$ cat src/rtl/gpio_irq_pkg.sv
package gpio_irq_pkg;
  localparam int ADDR_W = 3;
  localparam logic [ADDR_W-1:0] OFS_DIR   = 3'd0;
  localparam logic [ADDR_W-1:0] OFS_OUT   = 3'd1;
  localparam logic [ADDR_W-1:0] OFS_DIN   = 3'd2;
  localparam logic [ADDR_W-1:0] OFS_INV   = 3'd3;
  localparam logic [ADDR_W-1:0] OFS_CAUSE = 3'd4;
  localparam logic [ADDR_W-1:0] OFS_EMASK = 3'd5;
  localparam logic [ADDR_W-1:0] OFS_LMASK = 3'd6;
  localparam logic [ADDR_W-1:0] OFS_VIEW  = 3'd7;

  // Adjusted input: synchronised value with optional inversion.
  function automatic logic [63:0] f_adjust(input logic [63:0] raw, input logic [63:0] inv);
    return raw ^ inv;
  endfunction

  // Rising step of the adjusted signal; both samples use the current inversion.
  function automatic logic [63:0] f_rise(input logic [63:0] cur, input logic [63:0] prev,
                                         input logic [63:0] inv);
    return (cur ^ inv) & ~(prev ^ inv);
  endfunction

  // Per-pin merged cause, qualified by direction.
  function automatic logic [63:0] f_cause(input logic [63:0] din, input logic [63:0] lmask,
                                          input logic [63:0] cause, input logic [63:0] emask,
                                          input logic [63:0] dir);
    return ((din & lmask) | (cause & emask)) & dir;
  endfunction
endpackage

$ cat src/rtl/gpio_sync.sv
module gpio_sync #(
  parameter int WIDTH = 32
) (
  input  logic             clk,
  input  logic             rst_n,
  input  logic [WIDTH-1:0] async_i,
  output logic [WIDTH-1:0] sync_o,
  output logic [WIDTH-1:0] prev_o
);
  logic [WIDTH-1:0] meta_q, sync_q, prev_q;

  always_ff @(posedge clk) begin
    if (!rst_n) begin
      meta_q <= '0;
      sync_q <= '0;
      prev_q <= '0;
    end else begin
      meta_q <= async_i;
      sync_q <= meta_q;
      prev_q <= sync_q;
    end
  end

  assign sync_o = sync_q;
  assign prev_o = prev_q;
endmodule

$ cat src/rtl/gpio_edge_cause.sv
module gpio_edge_cause #(
  parameter int WIDTH = 32
) (
  input  logic             clk,
  input  logic             rst_n,
  input  logic [WIDTH-1:0] event_i,
  input  logic             clr_wr_i,
  input  logic [WIDTH-1:0] clr_data_i,
  output logic [WIDTH-1:0] cause_o
);
  logic [WIDTH-1:0] cause_q;
  logic [WIDTH-1:0] keep_w;

  assign keep_w = clr_wr_i ? (cause_q & clr_data_i) : cause_q;

  always_ff @(posedge clk) begin
    if (!rst_n) cause_q <= '0;
    else        cause_q <= keep_w | event_i;
  end

  assign cause_o = cause_q;


  edge_capture_chk: assert property (@(posedge clk) disable iff (!rst_n)
    (|event_i) |=> ((cause_o & $past(event_i)) == $past(event_i)));


  no_spurious_set_chk: assert property (@(posedge clk) disable iff (!rst_n)
    1'b1 |=> ((cause_o & ~$past(cause_o) & ~$past(event_i)) == '0));


  clear_only_chk: assert property (@(posedge clk) disable iff (!rst_n)
    (clr_wr_i && event_i == '0) |=> ((cause_o & ~$past(clr_data_i)) == '0));
endmodule

$ cat src/rtl/gpio_irq_group.sv
module gpio_irq_group #(
  parameter int WIDTH   = 32,
  parameter int GROUP_W = 8,
  localparam int NGROUP = WIDTH / GROUP_W
) (
  input  logic [WIDTH-1:0]  pin_cause_i,
  output logic [NGROUP-1:0] irq_o
);
  for (genvar g = 0; g < NGROUP; g++) begin : g_grp
    assign irq_o[g] = |pin_cause_i[g*GROUP_W +: GROUP_W];
  end
endmodule

$ cat src/rtl/gpio_irq_cause_ctrl.sv
module gpio_irq_cause_ctrl
  import gpio_irq_pkg::*;
#(
  parameter int NUM_PINS = 32,
  parameter int GROUP_W  = 8,
  localparam int NGROUP  = NUM_PINS / GROUP_W
) (
  input  logic                clk,
  input  logic                rst_n,
  input  logic [NUM_PINS-1:0] pin_i,
  output logic [NUM_PINS-1:0] pin_o,
  output logic [NUM_PINS-1:0] pin_oe,
  input  logic                bus_wr,
  input  logic [ADDR_W-1:0]   bus_addr,
  input  logic [NUM_PINS-1:0] bus_wdata,
  output logic [NUM_PINS-1:0] bus_rdata,
  output logic [NGROUP-1:0]   irq_o
);
  logic [NUM_PINS-1:0] dir_q, out_q, inv_q, emask_q, lmask_q;
  logic [NUM_PINS-1:0] sync_w, prev_w, din_w, rise_w, cause_w, pin_cause_w;
  logic [63:0]         din_x, rise_x, pc_x;
  logic                cause_wr_w;

  gpio_sync #(.WIDTH(NUM_PINS)) u_sync (
    .clk(clk), .rst_n(rst_n), .async_i(pin_i), .sync_o(sync_w), .prev_o(prev_w)
  );

  assign din_x  = f_adjust(64'(sync_w), 64'(inv_q));
  assign rise_x = f_rise(64'(sync_w), 64'(prev_w), 64'(inv_q));
  assign din_w  = din_x[NUM_PINS-1:0];
  assign rise_w = rise_x[NUM_PINS-1:0];

  assign cause_wr_w = bus_wr && (bus_addr == OFS_CAUSE);

  gpio_edge_cause #(.WIDTH(NUM_PINS)) u_cause (
    .clk(clk), .rst_n(rst_n), .event_i(rise_w),
    .clr_wr_i(cause_wr_w), .clr_data_i(bus_wdata), .cause_o(cause_w)
  );

  assign pc_x = f_cause(64'(din_w), 64'(lmask_q), 64'(cause_w), 64'(emask_q), 64'(dir_q));
  assign pin_cause_w = pc_x[NUM_PINS-1:0];

  gpio_irq_group #(.WIDTH(NUM_PINS), .GROUP_W(GROUP_W)) u_group (
    .pin_cause_i(pin_cause_w), .irq_o(irq_o)
  );

  always_ff @(posedge clk) begin
    if (!rst_n) begin
      dir_q   <= '0;
      out_q   <= '0;
      inv_q   <= '0;
      emask_q <= '0;
      lmask_q <= '0;
    end else if (bus_wr) begin
      case (bus_addr)
        OFS_DIR:   dir_q   <= bus_wdata;
        OFS_OUT:   out_q   <= bus_wdata;
        OFS_INV:   inv_q   <= bus_wdata;
        OFS_EMASK: emask_q <= bus_wdata;
        OFS_LMASK: lmask_q <= bus_wdata;
        default: ;
      endcase
    end
  end

  always_comb begin
    case (bus_addr)
      OFS_DIR:   bus_rdata = dir_q;
      OFS_OUT:   bus_rdata = out_q;
      OFS_DIN:   bus_rdata = din_w;
      OFS_INV:   bus_rdata = inv_q;
      OFS_CAUSE: bus_rdata = cause_w;
      OFS_EMASK: bus_rdata = emask_q;
      OFS_LMASK: bus_rdata = lmask_q;
      default:   bus_rdata = (din_w & dir_q) | (out_q & ~dir_q);
    endcase
  end

  assign pin_o  = out_q;
  assign pin_oe = ~dir_q;


  quiet_when_masked_chk: assert property (@(posedge clk) disable iff (!rst_n)
    (lmask_q == '0 && emask_q == '0) |-> (irq_o == '0));


  outputs_silent_chk: assert property (@(posedge clk) disable iff (!rst_n)
    (dir_q == '0) |-> (irq_o == '0));


  inv_flip_no_edge_chk: assert property (@(posedge clk) disable iff (!rst_n)
    (sync_w == prev_w) |-> (rise_w == '0));


  ro_write_ignored_chk: assert property (@(posedge clk) disable iff (!rst_n)
    (bus_wr && (bus_addr == OFS_DIN || bus_addr == OFS_VIEW)) |=>
      ($stable(dir_q) && $stable(out_q) && $stable(inv_q) && $stable(emask_q) && $stable(lmask_q)));
endmodule

$ cat config.mk
export PLATFORM = sky130hd
export DESIGN_NAME = gpio_irq_cause_ctrl
export DESIGN_NICKNAME = d
export VERILOG_FILES = /design/src/rtl/gpio_irq_pkg.sv /design/src/rtl/gpio_sync.sv /design/src/rtl/gpio_edge_cause.sv /design/src/rtl/gpio_irq_group.sv /design/src/rtl/gpio_irq_cause_ctrl.sv
export SDC_FILE = /design/constraint.sdc
export NUM_CORES = 1
export LEC_CHECK = 0
export ABC_AREA = 1
export BUFFER_PORTS_ARGS = -buffer_cell sky130_fd_sc_hd__buf_2
export CAP_MARGIN = 15
export CORE_ASPECT_RATIO = 2
export CORE_UTILIZATION = 25
export CTS_BUF_LIST = sky130_fd_sc_hd__clkbuf_2 sky130_fd_sc_hd__clkbuf_4 sky130_fd_sc_hd__clkbuf_8
export CTS_CLUSTER_SIZE = 20
export DETAILED_ROUTE_END_ITERATION = 8
export SLEW_MARGIN = 10
export SYNTH_ARGS = -nofsm -noshare
export SYNTH_HDL_FRONTEND = slang
export SYNTH_SLANG_ARGS = --single-unit
$ cat constraint.sdc
create_clock -name clk -period 3.3 [get_ports clk]
set_clock_uncertainty 0.2 [all_clocks]
set_input_delay 0.99 -clock clk [delete_from_list [all_inputs] [get_ports clk]]
set_output_delay 0.99 -clock clk [all_outputs]
set_load 0.005 [all_outputs]
Word-level counts from Yosys, hierarchy flattened

Index checks and enable logic that the tools add are counted.

Flip-flop bits (word level): 288

Muxes and demuxes: 2
Reductions and logical operators: 11
Equality and inequality tests: 6
Bitwise operators: 14

Operator list:

| kind                 | number |
|---|---|
| $and A32 B32 Y32     | 7 |
| $pmux W32 S7         | 1 |
| $or A32 B32 Y32      | 3 |
| $not A32 Y32         | 2 |
| $xor A32 B32 Y32     | 2 |
| $mux W32             | 1 |
| $reduce_or A8 Y1     | 4 |
| $reduce_and A2 Y1    | 5 |
| $eq A3 B3 Y1 const B | 3 |
| $eq A3 B2 Y1 const B | 2 |
| $eq A3 B1 Y1 const B | 1 |
| $logic_not A3 Y1     | 1 |
| $logic_and A1 B1 Y1  | 1 |

Depth between registers and ports, before layout

Gate-level depths: netlist (run 1).

Depth after elaboration: 5
Depth in mapped cells: 9
Gate-level depth less buffers: 9

Cells and area by module

Synthesis (run 1) repeated with hierarchy kept, for this count alone.

Cell total of the unflattened synthesis: 2133
Area total of the unflattened synthesis: 14073.5 um^2

Modules (own cells, without submodules):

| module              | cells each | area an instance (um^2) | seq. area each (um^2) | instances |
|---|---|---|---|---|
| gpio_irq_cause_ctrl | 1575       | 9731.8                  | 3203.1                | 1 |
| gpio_sync           | 299        | 2760.1                  | 1921.8                | 1 |
| gpio_edge_cause     | 199        | 1356.3                  | 640.6                 | 1 |
| gpio_irq_group      | 60         | 225.2                   | 0.0                   | 1 |

Worst setup path after synthesis (run 1)

Ideal clock, no wire load.

Path type: in2out
From: in bus_addr[2]
To: out bus_rdata[0]
Arrival time: 1.980 ns
Path slack: 0.130 ns
Stages on the path: 8
Required time: 2.110 ns
Path buffers: 2
Path through: buf_2 inv_2 nor3_4 clkbuf_1 nand2_1 o21ai_0 nor2_1 nand3_1

Word-level cells in the longest chain between the ends: 2
Elaborated cells between the ends (all ways): 8
Classes of those cells: eq/ne: 6; mux: 1; reduce/logical: 1

RTL lines:

| element                              | line                      | source |
|---|---|---|
| from (decl)                          | gpio_irq_cause_ctrl.sv:14 | `input logic [ADDR_W-1:0] bus_addr,` |
| $eq A3 B3 Y1 (tied with other cells) | gpio_irq_cause_ctrl.sv:67 | `case (bus_addr)` |
| $pmux W32 S7 *                       | gpio_irq_cause_ctrl.sv:67 |  |
| to (decl)                            | gpio_irq_cause_ctrl.sv:16 | `output logic [NUM_PINS-1:0] bus_rdata,` |

Mark *: on every way between the ends. The rest lies on a longest branch, timed or not.

Final worst setup path (run 1)

From: in bus_addr[2]
To: out bus_rdata[15]

The elaborated chain is that of the path after synthesis.

==> results of run 1 <==
-- placed cells by master, fill, tap and decap left out, drive strengths merged, types with 6 or more instances in the layout --
cell    count
clkinv      6
dfxtp     288
nor2      104
o211ai     32
o21ai     254
o22ai      34
nand3      37
a21oi     192
buf       225
inv       295
clkbuf     73
nand2     440
mux2       32
-- registers in the layout, indices dropped and copies added (netlist names) --
signal and flops:
dir_q 32, emask_q 32, inv_q 32, lmask_q 32, pin_o 32, u_cause.cause_o 32
u_sync.meta_q 32, u_sync.prev_o 32, u_sync.sync_o 32
-- where the power goes --
| group | switching (mW) | total (mW) | internal [mW] |
|---|---|---|---|
| clock | 1.47 | 3.40 | 1.92 |
| sequential | 0.0724 | 3.69 | 3.62 |
| combinational | 0.502 | 0.800 | 0.298 |
| total | 2.05 | 7.89 | 5.84 |
-- cell families after synthesis --
family                 after synthesis
muxes                               32
DFF                                288
and+or+nand+nor                    586
buffers and inverters              385
AOI/OAI and AO/OA                  512
-- repair_timing --
| action | in CTS | in global routing |
|---|---|---|
| setup buffers | 4 | 4 |
| gates resized for setup | 43 | 66 |
| cloned | 1 | 4 |
| pin swaps | 17 | 28 |
| endpoints found under the setup margin | 32 | 32 |
-- stage by stage --
stage	power [mW]	util	hold WS (ns)
after floorplan	4.15	-	0.190
after global placement	4.49	0.293	0.195
after detailed placement	4.51	0.293	0.197
after CTS	7.96	0.317	0.211
after global routing	8.23	0.323	0.232
final	7.89	0.323	0.210
-- worst max path at each step --
stage	startpoint	end	slack, ns
floorplan	bus_addr[2]	bus_rdata[0]	0.13
global placement	bus_addr[1]	bus_rdata[12]	-0.20
detailed placement	bus_addr[1]	bus_rdata[13]	-0.21
CTS	bus_addr[2]	bus_rdata[12]	-0.01
global route	bus_addr[2]	bus_rdata[12]	-0.08
finish	bus_addr[2]	bus_rdata[15]	-0.04
-- per-layer routing --
| metal | global-route usage | part of all wire | up-vias |
|---|---|---|---|
| met5 | 0 | 0.00061 | - |
| li1 | - | - | 6129 |
| met3 | 0.0279 | 0.060 | 122 |
| met1 | 0.171 | 0.38 | 5687 |
| met2 | 0.291 | 0.50 | 390 |
| met4 | 0.0901 | 0.056 | 4 |
-- tightest hold or removal path, stage by stage (launching register included) --
cell and delay [ns]:
dfxtp_1 0.30, nand2_1 0.05, inv_1 0.04
-- layout make-up --
type,instances,area (um^2),area share
antenna,2,5.00,0.000310
multi-input combinational,1130,5660,0.350
timing repair buffer,229,1780,0.111
tap,649,812,0.0503
inverter,294,1110,0.0690
clock buffer,69,875,0.0542
sequential,288,5770,0.357
clock inverter,10,129,0.00798
==> summary.txt, run 1 <==
Clocking
  • Clk pin slew, worst setup/hold paths: 0.06 ns
  • H-tree depth: 2
  • Root Driver: clkbuf_8
  • Clock latency on the worst-skew pair: 0.58 ns
  • Longest Clk Path Bufs: 3
  • Clock Sinks: 288
  • CTS tree: yes
  • Total CTS buffers: 45
  • Post-CTS Hold Fix Bufs: 0

Synthesis
  • Synth area leaders: dfxtp_1, nand2_1, inv_1, a21oi_1, o21ai_0
  • Post-synthesis mux area share: 0.0285
  • Yosys reg bits: 288
  • Yosys top cell area share: 0.457
  • Syn Inst Count: 1803
  • Post-synth EDFFs: 0
  • Post-Synth XOR/XNOR Area: 0
  • Yosys cell types: 22
  • Simple logic cell fraction of the synthesized area: 0.184
  • Largest family of logic cells by synthesized area: compound AO/OA/AOI/OAI gates
  • Total number of yosys warnings: 0
  • Register area share after synthesis: 0.457
  • Main synth FF type: dfxtp_1
  • Adder-cell share of the synthesized area: 0
  • Commonest cells post-synth: nand2_1, inv_1, dfxtp_1
  • Post-Syn Area: 12600 um^2
  • Avg Inst Size Synth: 7.00 um^2
  • Post-synth net total: 1873
  • Compound-gate portion of the synthesized area: 0.213
  • Ys async rst share: 0
  • Dominant cell type by area after synthesis: dfxtp_1
  • Top-count cell post-synth: nand2_1

Place
  • Placer Congestion: 0.818
  • Worst Setup Slack post-DPL: -0.213 ns
  • DP Area: 14600 um^2
  • Dpl hpwl: 28500 um
  • Dpl cells: 2578
  • # port buffers: 169

Drt
  • Total number of vias: 12.3k
  • Residual DRC count: 0
  • Final ANT Viol Nets: 0
  • Routed vias/inst: 4.62
  • Total iterations of the first detailed-routing run: 5
  • Total Wirelength: 42600 um
  • Initial DRC count: 901
  • Avg WL per Cell: 15.9 um

GRT
  • Global route total overflow: 0
  • GRT Total Usage: 0.160
  • Largest net degree at the start of global routing: 119
  • Number of global-route vias before repair: 11.9k
  • Initial antenna violation count: 5
  • First-pass GRT wire length: 64100 um

Floorplan
  • Die span in x: 161 um
  • Initial Util: 0.253
  • IO Pins: 170
  • Die Ht: 320 um
  • Core area: 49900 um^2
  • # rows: 116
  • Die Area: 51500 um^2

Timing
  • Worst-Margin Slew: 0.903 ns
  • Final worst path period share: 1.01
  • Slew Limit Fails: 0
  • Slew margin rel.: 0.398
  • RSZ-0062 raised after global routing: yes
  • Minimum clock period: 3.34 ns
  • Final setup fails: 8
  • Final hold violations: 0
  • Final worst slack: -0.0360 ns
  • Max Freq: 300 MHz
  • Setup TNS: -0.156 ns

Worst setup path
  • Cell breakdown of the critical path: buf_8 > buf_6 > nor3_4 > buf_6 > buf_12 > nand2_2 > o21ai_1 > nor2_1 > nand3_1 > buf_2
  • Reg2reg path depth: 4
  • Crit Path Max Fanout: 7
  • Worst path bufs/invs: 5
  • Reg2Reg Setup Slack: 2.11 ns
  • CP max stage delay: 0.21 ns
  • Most used cell, CP: buf_6
  • CP endpoint kind: primary output
  • Worst R2R Start: inv_q[12]$_SDFFE_PN0P_
  • Critical path depth in cells: 10
  • WP data required: 2.11 ns
  • Crit path max-delay family: buffers and inverters
  • FF-to-FF End: u_cause.cause_o[12]$_SDFF_PN0_
  • Worst setup SP type: primary input
  • Crit path kind: primary input to primary output
  • CP Data Arrival Time: 2.15 ns
  • Crit-path slowest cell: buf_6

Power and ir drop
  • Leakage: 7.33 nW
  • Pwr per Cell Area: 489 nW/um^2
  • Worst vdd ir: 0.232 mV

Worst hold path
  • Worst Hold Class: register to register
  • Min-Delay Path Depth: 2
  • Min-Delay Startpoint: u_sync.meta_q[27]$_SDFF_PN0_
  • Worst Hold Path EP: u_sync.sync_o[27]$_SDFF_PN0_

Layout
  • Area grow syn2layout: 27.8%
  • Post-route cell area: 16100 um^2
  • Fill count: 5347
  • Final std cells w/o fill: 2671
  • Layout cells sized above 1: 0.201
  • Nets: 2058

Outcome
  • Status: complete, but fails checks
  • Failing checks: setup timing

Flow run
  • Number of max-cap violations: 0
Power figures use the tool's default switching activity.
==> run 2: changes to the inputs <==
--- a/config.mk
+++ b/config.mk
@@ -5,7 +5,6 @@
 export SDC_FILE = /design/constraint.sdc
 export NUM_CORES = 1
 export LEC_CHECK = 0
-export ABC_AREA = 1
 export BUFFER_PORTS_ARGS = -buffer_cell sky130_fd_sc_hd__buf_2
 export CAP_MARGIN = 15
 export CORE_ASPECT_RATIO = 2
==> summary.txt, run 2 <==
Synthesis
  • Register area share after synthesis: 0.429 (-0.0271)
  • Total number of yosys warnings: 0 (unchanged)
  • Synth area leaders: dfxtp_1, nand2_1, a21boi_0, a21boi_1, and2_1
  • Yosys top cell area share: 0.429 (-0.0271)
  • Dominant cell type by area after synthesis: dfxtp_1
  • Largest family of logic cells by synthesized area: simple AND/OR/NAND/NOR gates
  • Post-Syn Area: 13400 um^2 (+6.3%)
  • Ys async rst share: 0 (unchanged)
  • Syn Inst Count: 1652 (-8.4%)
  • Yosys cell types: 53 (+140%)
  • Yosys reg bits: 288 (unchanged)
  • Compound-gate portion of the synthesized area: 0.227 (+0.0146)
  • Post-synthesis mux area share: 0.0240 (-0.00449)
  • Post-Synth XOR/XNOR Area: 0.0254 (+0.0254)
  • Commonest cells post-synth: nand2_1, dfxtp_1, a21boi_0
  • Top-count cell post-synth: nand2_1
  • Post-synth EDFFs: 0 (unchanged)
  • Main synth FF type: dfxtp_1
  • Adder-cell share of the synthesized area: 0 (unchanged)
  • Post-synth net total: 1722 (-8.1%)
  • Avg Inst Size Synth: 8.13 um^2 (+16%)
  • Simple logic cell fraction of the synthesized area: 0.241 (+0.0577)

Clocking
  • Clock latency on the worst-skew pair: 0.64 ns (+0.06 ns)
  • Total CTS buffers: 44 (-2.2%)
  • Clk pin slew, worst setup/hold paths: 0.07 ns (about the same)
  • CTS tree: yes
  • Longest Clk Path Bufs: 3 (unchanged)
  • Post-CTS Hold Fix Bufs: 0 (unchanged)
  • Root Driver: clkbuf_8
  • H-tree depth: 2 (unchanged)
  • Clock Sinks: 288 (unchanged)

Worst setup path
  • CP Data Arrival Time: 2.30 ns (+0.15 ns)
  • CP endpoint kind: primary output
  • Crit path kind: primary input to primary output
  • Worst setup SP type: primary input
  • Crit Path Max Fanout: 6 (-1)
  • WP data required: 2.11 ns (about the same)

Timing
  • RSZ-0062 raised after global routing: yes
  • Slew Limit Fails: 0 (unchanged)
  • Final worst path period share: 1.06 (+0.0481)
  • Final hold violations: 0 (unchanged)
  • Minimum clock period: 3.49 ns (+0.159 ns)
  • Final setup fails: 28 (+20)
  • Worst-Margin Slew: 0.522 ns (-0.381 ns)
  • Final worst slack: -0.195 ns (-0.159 ns)
  • Max Freq: 286 MHz (-4.5%)
  • Slew margin rel.: 0.652 (+0.254)

Flow run
  • Number of max-cap violations: 0 (unchanged)

Floorplan
  • # rows: 119 (+2.6%)
  • Die span in x: 166 um (+3.1%)
  • Core area: 52900 um^2 (+5.9%)
  • Die Ht: 330 um (+3.1%)
  • Die Area: 54700 um^2 (+6.2%)
  • Initial Util: 0.254 (+0.00106)
  • IO Pins: 170 (unchanged)

Place
  • Placer Congestion: 0.887 (+8.4%)
  • Dpl hpwl: 35500 um (+25%)
  • # port buffers: 169 (unchanged)

Drt
  • Initial DRC count: 830 (-7.9%)
  • Residual DRC count: 13 (+13)
  • Total Wirelength: 50900 um (+20%)
  • Total iterations of the first detailed-routing run: 9 (+4)
  • Final ANT Viol Nets: 0 (unchanged)
  • Routed vias/inst: 5.03 (+9.0%)
  • Avg WL per Cell: 19.7 um (+23%)
  • Total number of vias: 13.0k (+5.6%)

GRT
  • First-pass GRT wire length: 75000 um (+17%)
  • Global route total overflow: 0 (unchanged)
  • Largest net degree at the start of global routing: 136 (+14%)
  • Number of global-route vias before repair: 12.8k (+7.9%)
  • Initial antenna violation count: 5 (unchanged)
  • GRT Total Usage: 0.180 (+0.0208)

Power and ir drop
  • Final Power: 7.92 mW (+0.43%)
  • Leakage: 6.55 nW (-11%)
  • Pwr per Cell Area: 447 nW/um^2 (-8.5%)
  • Worst vdd ir: 0.270 mV (+17%)

Worst hold path
  • Worst Hold Class: register to register

Layout
  • Area grow syn2layout: 31.9%
  • Nets: 1959 (-4.8%)
  • Post-layout util: 0.335 (+0.0117)
  • Most common cell after layout, fill and taps aside: nand2_1
  • Layout cells sized above 1: 0.263 (+0.0614)
  • Leading cell types in the layout, fill and taps excluded: nand2_1, dfxtp_1, buf_2, a21boi_0, and2_1

Outcome
  • Failing checks: DRC, setup timing
  • Status: complete, but fails checks
==> run 2: changes by cell type after synthesis, sizes merged, moves of 32 or more <==
| cell | change |
|---|---|
| a21boi | +192 |
| a21oi | -139 |
| and2 | +97 |
| inv | -261 |
| nand2 | -41 |
| o21ai | -185 |
| xnor2 | +32 |
==> run 2: final cells by class <==
type / instances / area (um^2)
Multi-Input combinational cell: 1221 / 7540
Clock buffer: 63 / 779
Inverter: 33 / 126
Sequential cell: 288 / 5780
Tap cell: 665 / 832
Fill cell: 5419 / 35200
Timing Repair Buffer: 301 / 2480
Antenna cell: 1 / 2.50
Clock inverter: 15 / 161
==> run 2: cells by family (layout without fill, tap and decap cells) <==
logic type | after synthesis | in the layout
AO/OA/AOI/OAI | 440 | 440
XOR/XNOR | 39 | 39
buffers and inverters | 143 | 412
flip-flops | 288 | 288
multiplexers | 25 | 25
other | 0 | 1
AND/OR/NAND/NOR | 717 | 717
==> run 2: metal layers <==
metal	vias up	track usage	routed length, um
li1	6124	-	-
met1	6175	0.181	18100
met2	494	0.322	25500
met3	221	0.0352	2930
met4	8	0.155	4220
met5	-	0	60
==> run 2: final timing paths <==
path              slack (ns)                             end                    startpoint  cells after the start
setup / recovery       -0.19                   bus_rdata[12]                   bus_addr[0]                      9
hold / removal          0.21    u_sync.sync_o[30]$_SDFF_PN0_  u_sync.meta_q[30]$_SDFF_PN0_                      1
setup reg to reg        2.13  u_cause.cause_o[29]$_SDFF_PN0_  u_sync.sync_o[29]$_SDFF_PN0_                      3
hold reg to reg         0.21    u_sync.sync_o[30]$_SDFF_PN0_  u_sync.meta_q[30]$_SDFF_PN0_                      1
==> run 2: power by group <==
group | switching, mW | internal [mW] | total, mW
Sequential | 0.109 | 3.59 | 3.70
Clock | 1.51 | 1.77 | 3.28
Combinational | 0.497 | 0.451 | 0.947
Total | 2.11 | 5.81 | 7.92
==> run 2: critical path, cell delays in order <==
cell       delay (ns)
buf_12           0.12
buf_12           0.14
nor2_4           0.15
buf_12           0.13
buf_8            0.11
a221oi_2         0.06
a31oi_1          0.26
a2bb2oi_2        0.19
buf_2            0.14
==> run 2: timing repair <==
action	in CTS	in global routing
gates cloned	7	2
pin swaps	61	37
resized for setup	153	54
buffers inserted	10	12
endpoints found under the setup margin	35	35
hold endpoints to repair	0	0
==> run 2: through the flow <==
stage | worst slack (ns) | setup TNS [ns] | cells | instance area [um^2] | hold slack, ns
3_5_place_dp | -0.422 | -8.74 | 2482 | 15500 | 0.220
3_3_place_gp | -0.374 | -7.72 | 2482 | 15500 | 0.219
2_1_floorplan | 0.0897 | 0 | 1652 | 13400 | 0.212
4_1_cts | -0.149 | -2.67 | 2573 | 17300 | 0.216
6_report | -0.195 | -3.19 | 2587 | 17700 | 0.207
5_1_grt | -0.210 | -4.00 | 2587 | 17700 | 0.245
==> run 3: changes to the inputs <==
--- a/config.mk
+++ b/config.mk
@@ -12,6 +12,7 @@
 export CTS_BUF_LIST = sky130_fd_sc_hd__clkbuf_2 sky130_fd_sc_hd__clkbuf_4 sky130_fd_sc_hd__clkbuf_8
 export CTS_CLUSTER_SIZE = 20
 export DETAILED_ROUTE_END_ITERATION = 8
+export MAX_ROUTING_LAYER = met4
 export SLEW_MARGIN = 10
 export SYNTH_ARGS = -nofsm -noshare
 export SYNTH_HDL_FRONTEND = slang
==> summary.txt, run 3 (synthesis gave the netlist of run 2 again) <==
Place
  • Worst Setup Slack post-DPL: -0.414 ns (+0.00790 ns)
  • Dpl hpwl: 35900 um (+1.2%)
  • # port buffers: 169 (unchanged)
  • DP Area: 15500 um^2 (about the same)
  • Placer Congestion: 0.924 (+4.2%)

Timing
  • Final worst path period share: 1.07 (+0.00765)
  • RSZ-0062 raised after global routing: yes
  • Final worst slack: -0.220 ns (-0.0252 ns)
  • Slew Limit Fails: 0 (unchanged)
  • Worst-Margin Slew: 0.609 ns (+0.0870 ns)
  • Max Freq: 284 MHz (-0.72%)
  • Final setup fails: 31 (+11%)
  • Minimum clock period: 3.52 ns (+0.0252 ns)
  • Slew margin rel.: 0.594 (-0.0580)
  • Final hold violations: 0 (unchanged)

Floorplan
  • Core area: 52900 um^2 (unchanged)
  • # rows: 119 (unchanged)
  • Die span in x: 166 um (unchanged)
  • Die Area: 54700 um^2 (unchanged)
  • IO Pins: 170 (unchanged)
  • Initial Util: 0.254 (unchanged)
  • Die Ht: 330 um (unchanged)

Worst setup path
  • WP data required: 2.11 ns (about the same)
  • Worst path bufs/invs: 5 (unchanged)
  • Reg2reg path depth: 3 (unchanged)
  • Worst setup SP type: primary input
  • CP Data Arrival Time: 2.33 ns (+0.03 ns)
  • FF-to-FF End: u_cause.cause_o[29]$_SDFF_PN0_
  • CP Launch Point: bus_addr[0]
  • Crit path max-delay family: buffers and inverters
  • CP max stage delay: 0.26 ns (about the same)
  • Crit path kind: primary input to primary output
  • Critical path depth in cells: 9 (unchanged)
  • Worst R2R Start: u_sync.sync_o[29]$_SDFF_PN0_
  • Crit-path slowest cell: o32a_1
  • Crit Path Max Fanout: 7 (+1)
  • CP endpoint kind: primary output
  • Setup crit end: bus_rdata[11]
  • Reg2Reg Setup Slack: 2.13 ns (about the same)
  • Cell breakdown of the critical path: buf_12 > buf_12 > buf_6 > nor2b_4 > buf_6 > a22oi_2 > nor2_1 > o32a_1 > buf_2

GRT
  • GRT Total Usage: 0.188 (+0.00801)
  • Largest net degree at the start of global routing: 86 (-37%)
  • Global route total overflow: 0 (unchanged)
  • First-pass GRT wire length: 76200 um (+1.5%)
  • Number of global-route vias before repair: 13.0k (+1.2%)
  • Initial antenna violation count: 3 (-2)

Drt
  • Total iterations of the first detailed-routing run: 9 (unchanged)
  • Avg WL per Cell: 19.8 um (+0.42%)
  • Initial DRC count: 872 (+5.1%)
  • Total Wirelength: 51000 um (+0.15%)
  • Total number of vias: 13.0k (-0.45%)
  • Routed vias/inst: 5.02 (-0.18%)
  • Final ANT Viol Nets: 0 (unchanged)
  • Residual DRC count: 13 (unchanged)

Layout
  • Post-layout util: 0.333 (-0.00161)
  • Nets: 1953 (-0.31%)
  • Area grow syn2layout: 31.2%
  • Layout cells sized above 1: 0.251 (-0.0124)
  • Leading cell types in the layout, fill and taps excluded: nand2_1, dfxtp_1, buf_2, a21boi_0, and2_1
  • Most common cell after layout, fill and taps aside: nand2_1
  • Post-route cell area: 17600 um^2 (-0.48%)

Power and ir drop
  • Worst vdd ir: 0.238 mV (-12%)
  • Leakage: 6.48 nW (-1.1%)
  • Clk pwr share: 0.413 (about the same)
  • Pwr per Cell Area: 448 nW/um^2 (+0.25%)
  • Int Pwr: 5.80 mW (-0.15%)
  • Gate power share: 0.120 (about the same)
  • Reg power frac: 0.467 (about the same)
  • Net Sw Power: 2.10 mW (-0.45%)
  • Switching share of total power: 0.266 (-0.000587)

Clocking
  • Clock Sinks: 288 (unchanged)
  • Longest Clk Path Bufs: 3 (unchanged)
  • Root Driver: clkbuf_8
  • Total CTS buffers: 42 (-4.5%)
  • Clk pin slew, worst setup/hold paths: 0.07 ns (about the same)
  • H-tree depth: 2 (unchanged)
  • Post-CTS Hold Fix Bufs: 0 (unchanged)
  • CTS tree: yes
  • Clock latency on the worst-skew pair: 0.60 ns (-0.04 ns)

Outcome
  • Status: complete, but fails checks
  • Failing checks: DRC, setup timing

Flow run
  • Number of max-cap violations: 0 (unchanged)

Worst hold path
  • Worst Hold Class: register to register
run 3: cell count changes in the layout (fill, tap and decap cells not counted), sizes merged:
cell      delta
bufbuf       -1
diode        +2
clkbuf       -2
clkinv       -3
clkinvlp     +3
inv          -2
buf          -4
run 3: final cells by class:
type | count | area, um^2
tap | 665 | 832
clock buffer | 60 | 782
antenna | 3 | 7.51
sequential | 288 | 5770
timing repair buffer | 297 | 2450
multi-input combinational | 1221 | 7510
fill | 5380 | 35200
inverter | 33 | 124
clock inverter | 13 | 151
run 3: worst min path at each step:
stage / start / to / slack [ns] / depth (start not counted)
2_1_floorplan: u_sync.meta_q[0]$_SDFF_PN0_ / u_sync.sync_o[0]$_SDFF_PN0_ / 0.21 / 1
3_3_place_gp: u_sync.meta_q[15]$_SDFF_PN0_ / u_sync.sync_o[15]$_SDFF_PN0_ / 0.22 / 1
3_5_place_dp: u_sync.meta_q[20]$_SDFF_PN0_ / u_sync.sync_o[20]$_SDFF_PN0_ / 0.22 / 1
4_1_cts: u_sync.meta_q[13]$_SDFF_PN0_ / u_sync.sync_o[13]$_SDFF_PN0_ / 0.23 / 1
5_1_grt: u_sync.meta_q[13]$_SDFF_PN0_ / u_sync.sync_o[13]$_SDFF_PN0_ / 0.24 / 1
6_report: u_sync.meta_q[13]$_SDFF_PN0_ / u_sync.sync_o[13]$_SDFF_PN0_ / 0.22 / 1
run 3: power groups by stage:
stage,sequential (mW),combinational (mW),clock [mW]
global route,3.71,1.01,3.47
floorplan,3.73,0.427,0
detailed placement,3.76,0.793,0
finish,3.69,0.946,3.26
CTS,3.69,0.889,3.35
global placement,3.76,0.781,0
run 3: through the flow:
step | instances | hold WS (ns) | TNS [ns] | power, mW
global route | 2580 | 0.241 | -5.52 | 8.18
finish | 2580 | 0.225 | -4.37 | 7.90
global placement | 2479 | 0.219 | -9.06 | 4.54
CTS | 2565 | 0.231 | -3.98 | 7.93
detailed placement | 2479 | 0.221 | -9.69 | 4.56
floorplan | 1652 | 0.212 | 0 | 4.16
run 3: layer usage:
metal	vias to the layer above	global-route usage	share of wire
met1	6149	0.183	0.35
li1	6094	-	-
met3	209	0.0357	0.062
met4	0	0.162	0.086
met5	-	-	0
met2	511	0.325	0.50
run 3: what timing repair did:
action | CTS | global route
cloned | 5 | 3
endpoints found under the setup margin | 35 | 35
endpoints found under the hold margin | 0 | 0
resized for setup | 117 | 63
buffers inserted | 9 | 12
pin swaps | 50 | 39
